$ cat src/rtl/coh_pkg.sv
package coh_pkg;

  typedef enum logic [1:0] {
    ST_INV = 2'b00,
    ST_SHR = 2'b01,
    ST_EXC = 2'b10,
    ST_MOD = 2'b11
  } lineSt_t;

  typedef enum logic [1:0] {
    EV_LRD = 2'b00,
    EV_LWR = 2'b01,
    EV_RRD = 2'b10,
    EV_RWR = 2'b11
  } evt_t;

  // strobes from control to the state store
  typedef struct packed {
    logic    wrEn;
    lineSt_t nextSt;
    logic    supply;
    logic    rfo;
  } ctrlStb_t;

endpackage

$ cat src/rtl/coh_ctrl.sv
module coh_ctrl
  import coh_pkg::*;
(
  input  logic       evtValid,
  input  logic [1:0] evtKind,
  input  lineSt_t    curSt,
  output ctrlStb_t   stb
);

  evt_t kind;
  assign kind = evt_t'(evtKind);

  always_comb begin
    stb.wrEn   = evtValid;
    stb.nextSt = curSt;
    stb.supply = 1'b0;
    stb.rfo    = 1'b0;
    if (evtValid) begin
      unique case (kind)
        EV_LRD: begin
          // miss fills as Shared; hits keep their state
          if (curSt == ST_INV) stb.nextSt = ST_SHR;
        end
        EV_LWR: begin
          stb.nextSt = ST_MOD;
          stb.rfo    = (curSt == ST_SHR);
        end
        EV_RRD: begin
          if (curSt == ST_MOD || curSt == ST_EXC) stb.nextSt = ST_SHR;
          stb.supply = (curSt == ST_MOD);
        end
        EV_RWR: begin
          stb.nextSt = ST_INV;
          stb.supply = (curSt == ST_MOD);
        end
        default: stb.nextSt = curSt;
      endcase
    end
  end

endmodule

$ cat src/rtl/coh_store.sv
module coh_store
  import coh_pkg::*;
#(
  parameter int NUM_LINES = 8,
  parameter int IDX_W     = 3
) (
  input  logic                   clk,
  input  logic                   rst_n,
  input  ctrlStb_t               stb,
  input  logic [IDX_W-1:0]       evtIdx,
  output lineSt_t                curSt,
  output logic [2*NUM_LINES-1:0] lineStates,
  output logic                   supplyData,
  output logic                   rfoNotice
);

  lineSt_t stArr [NUM_LINES];

  for (genvar g = 0; g < NUM_LINES; g++) begin : gLine
    always_ff @(posedge clk or negedge rst_n) begin
      if (!rst_n) begin
        stArr[g] <= ST_INV;
      end else if (stb.wrEn && (evtIdx == IDX_W'(g))) begin
        stArr[g] <= stb.nextSt;
      end
    end
    assign lineStates[2*g +: 2] = stArr[g];
  end

  // read port for the addressed line
  always_comb begin
    curSt = ST_INV;
    for (int i = 0; i < NUM_LINES; i++) begin
      if (evtIdx == IDX_W'(i)) curSt = stArr[i];
    end
  end

  // side-band pulses registered with the state update
  always_ff @(posedge clk or negedge rst_n) begin
    if (!rst_n) begin
      supplyData <= 1'b0;
      rfoNotice  <= 1'b0;
    end else begin
      supplyData <= stb.supply;
      rfoNotice  <= stb.rfo;
    end
  end

endmodule

$ cat src/rtl/coh_state_tracker.sv
module coh_state_tracker
  import coh_pkg::*;
#(
  parameter  int NUM_LINES = 8,
  localparam int IDX_W     = (NUM_LINES > 1) ? $clog2(NUM_LINES) : 1
) (
  input  logic                   clk,
  input  logic                   rst_n,
  input  logic                   evtValid,
  input  logic [1:0]             evtKind,
  input  logic [IDX_W-1:0]       evtIdx,
  output logic [2*NUM_LINES-1:0] lineStates,
  output logic                   supplyData,
  output logic                   rfoNotice
);

  lineSt_t  curSt;
  ctrlStb_t stb;

  coh_ctrl uCtrl (
    .evtValid (evtValid),
    .evtKind  (evtKind),
    .curSt    (curSt),
    .stb      (stb)
  );

  coh_store #(
    .NUM_LINES (NUM_LINES),
    .IDX_W     (IDX_W)
  ) uStore (
    .clk        (clk),
    .rst_n      (rst_n),
    .stb        (stb),
    .evtIdx     (evtIdx),
    .curSt      (curSt),
    .lineStates (lineStates),
    .supplyData (supplyData),
    .rfoNotice  (rfoNotice)
  );

endmodule

$ cat config.mk
export PLATFORM = sky130hd
export DESIGN_NAME = coh_state_tracker
export DESIGN_NICKNAME = d
export VERILOG_FILES = /design/src/rtl/coh_pkg.sv /design/src/rtl/coh_ctrl.sv /design/src/rtl/coh_store.sv /design/src/rtl/coh_state_tracker.sv
export SDC_FILE = /design/constraint.sdc
export NUM_CORES = 1
export LEC_CHECK = 0
export BUFFER_PORTS_ARGS = -buffer_cell sky130_fd_sc_hd__buf_2
export CORE_MARGIN = 3
export CORE_UTILIZATION = 45
export CTS_CLUSTER_DIAMETER = 80
export DETAILED_ROUTE_END_ITERATION = 12
export HOLD_SLACK_MARGIN = 0.06
export PLACE_DENSITY_LB_ADDON = 0.05
export SLEW_MARGIN = 0
export SYNTH_ARGS = -nofsm -noshare
export SYNTH_HDL_FRONTEND = slang
export SYNTH_SLANG_ARGS = --single-unit
export TNS_END_PERCENT = 1
$ cat constraint.sdc
create_clock -name clk -period 1.8 [get_ports clk]
set_input_delay 0.09 -clock clk [delete_from_list [all_inputs] [get_ports clk]]
set_output_delay 0.09 -clock clk [all_outputs]
set_load 0.05 [all_outputs]
==> reports/qor.yml <==
ys_ff_latch: 18
antenna_found_initial: 0
ctsHtreeMaxLevel: 1
worstSetupEndpointType: "flip-flop"
clkSinkCount: 18
fin_nets: 142
die-area_mm2: 0.00277
globalRoute.totalOverflow: 0
hold_path.class: "in2reg"
cts_max_path_buffers: 2
max_stage_delay_ps: 440
multi_input_area_um2: 497
antenna_cells: 0
maxSlewHeadroom_pct: 71.9
setup-violations-final: 0
power_mw: 1.52
core_area_mm2: 0.00200
pre_cts_ws_ps: -1.42
worst_pin_slew_ps: 421
place_hpwl_um: 1680
clock_latency_ps: 290
drtIter0Drc: 24
start_kind: "flip-flop"
cts_buffers: 3
finalHoldViolCount: 0
maxCapViolations: 0
ys_seq_area_share_pct: 46.0
initial_core_util_pct: 48.9
path_clk_slew_ps: 100
num_vias: 867
regArea_um2: 468
arrival_ps: 1950
timing.final.ws_setup_ps: 31.6
clockRootBuffer: "clkbuf_4"
skew_ps: 4.69
drive_gt1_share_pct: 45.1
syn_inst: 101
io_buffers: 25
power_density_mw_per_mm2: 1240
yosysTopAreaCell: "dfrtp_1"
fillers: 196
synth_top_cells_by_area: "dfrtp_1 46%, nand2_1 8.8%, o21ai_0 4.1%"
die_h_um: 52.7
grt_pass1_vias: 837
maxSlewViolCount: 0
finalCritPeriodShare_pct: 98.2
cp_top_family: "compound AO/OA/AOI/OAI gates"
crit_start: "uStore.lineStates[6]"
cp_cell_sequence: "mux2_4, o22ai_2, a211oi_2, a222oi_1, buf_4, o21ai_1"
fp.dieW_um: 52.7
final-instance-count-excl-fill: 160
grt_usage_pct: 18.8
rsz0062_at_grt: "yes"
grt_max_degree: 19
synth.top_cell.area_share_pct: 46.0
fmax_ghz: 0.565
min_period_ps: 1770
wl_um: 2230
status: "completed"
peakVddDrop_v: 0.000772
crit_path_top_delay_cell: "a222oi_1"
gp_congestion: 0.916
synth_cell_types: 31
reg2reg_from: "uStore.lineStates[6]"
drc_errors: 0
worstHoldStart: "evtKind[0]"
row_count: 16
syn_area_per_cell_um2: 9.70
area_growth_pct: 24.8
drtAntennaViolNets: 0
yosys_warnings: 0
cp.required_ps: 1980
place_inst: 152
cts_tree: "built"
grt_first_pass_wirelength_um: 3810
worst-path-max-fanout: 5
firstDrtPassIters: 4
wl_per_cell_um: 13.9
critPathBufInv: 1
place_area_mm2: 0.00115
p_leak_nw: 0.578
fin_hold_ws_ps: 123
ioPinCount: 26
synth_nets: 109
fin_area_mm2: 0.00122
via_per_inst: 5.42
worstSetupPathType: "reg2reg"
syn-cell-area_um2: 980
[where the power goes]
group | switching [mW] | internal (mW) | total [mW]
registers | 0.0731 | 0.507 | 0.581
clock network | 0.117 | 0.0862 | 0.203
logic | 0.516 | 0.217 | 0.734
[layout by cell type (no fill, tap or decap), types with 2 or more instances in the layout]
| master | instances |
|---|---|
| o21ai_1 | 8 |
| buf_2 | 25 |
| nand2_1 | 23 |
| dlygate4sd3_1 | 2 |
| mux2i_1 | 3 |
| clkbuf_4 | 3 |
| dfrtp_2 | 14 |
| inv_1 | 2 |
| a211o_1 | 2 |
| a22o_1 | 2 |
| nor2b_1 | 3 |
| nor2_1 | 4 |
| mux2_4 | 2 |
| nand3_1 | 4 |
| buf_4 | 6 |
| dfrtp_1 | 4 |
| o21ai_0 | 8 |
| mux2_2 | 2 |
| nand2b_1 | 2 |
[cell families (layout without fill, tap and decap cells)]
family / count (synthesis) / in the layout / share of synthesized area (%)
AND/OR/NAND/NOR: 41 / 41 / 19.4
AO/OA/AOI/OAI: 28 / 28 / 21.2
flip-flops: 18 / 18 / 46.0
multiplexers: 7 / 7 / 8.05
buffers and inverters: 7 / 39 / 5.36
[routing by layer]
layer / up-vias / share of wire [%] / global-route usage, % / routed length [um]
met3: 6 / 7.9 / 3.13 / 176
met4: 0 / 2.3 / 9.36 / 51
met5: - / 0 / 0 / 0
met1: 408 / 45 / 24.6 / 1010
li1: 421 / - / - / -
met2: 32 / 45 / 29.5 / 994
[worst reg2reg max path, stage by stage, from the launching register on]
cell and delay (ps):
dfrtp_2 420, mux2_4 270, o22ai_2 160, a211oi_2 80, a222oi_1 440, buf_4 220
o21ai_1 60
[cell usage after synthesis]
cell,n
mux2i_1,3
a222oi_1,1
buf_6,1
dfrtp_1,18
buf_2,2
a211oi_1,1
nand3_1,4
mux2_1,1
nor2b_1,4
o21ai_0,8
clkbuf_1,1
a211o_1,2
o21ai_1,8
inv_1,2
buf_12,1
a211oi_2,1
a31o_2,1
nand2_1,23
nor3_1,1
mux2_4,1
a2111oi_4,1
nor2_1,4
a22o_1,2
nand4_1,1
o22ai_1,1
o22ai_2,1
a21o_1,1
mux2_2,2
and4_2,1
nand2b_1,2
and2b_4,1
[what timing repair did]
action                                  in CTS  in global routing
buffers inserted                             1                  1
pin swaps                                    1                  1
hold buffers                                 2                  0
cloned                                       0                  0
resized for setup                            1                  1
endpoints found under the setup margin       3                  8
endpoints found under the hold margin       19                  0
[state kept, by name (all words and copies together) (netlist names)]
| signal | cells |
|---|---|
| uStore.lineStates | 16 |
| uStore.rfoNotice | 1 |
| uStore.supplyData | 1 |
[path summary, 6_finish.rpt]
path	to	slack, ps	cells past startpoint
worst max-delay path	uStore.lineStates[10]	30	6
worst min-delay path	uStore.rfoNotice	120	2
worst max register to register	uStore.lineStates[10]	30	6
worst min register to register	uStore.lineStates[15]	510	2
max in group asynchronous	uStore.lineStates[4]	1220	2
min in group asynchronous	uStore.lineStates[14]	250	2
[metrics by stage]
| stage | TNS (ps) | util [%] |
|---|---|---|
| CTS | 0 | 60.6 |
| global placement | 0 | 57.5 |
| global route | -160 | 61.1 |
| floorplan | -1430 | - |
| finish | 0 | 61.1 |
| detailed placement | -1.42 | 57.5 |
[cell type report]
| class | count | area share, % |
|---|---|---|
| clock buffers | 4 | 2.15 |
| inverters | 2 | 0.614 |
| flip-flops and latches | 18 | 38.3 |
| multi-input cells | 76 | 40.6 |
| well taps | 27 | 2.76 |
| repair buffers | 33 | 15.6 |
Note: power is estimated with default switching activity, not from simulation.
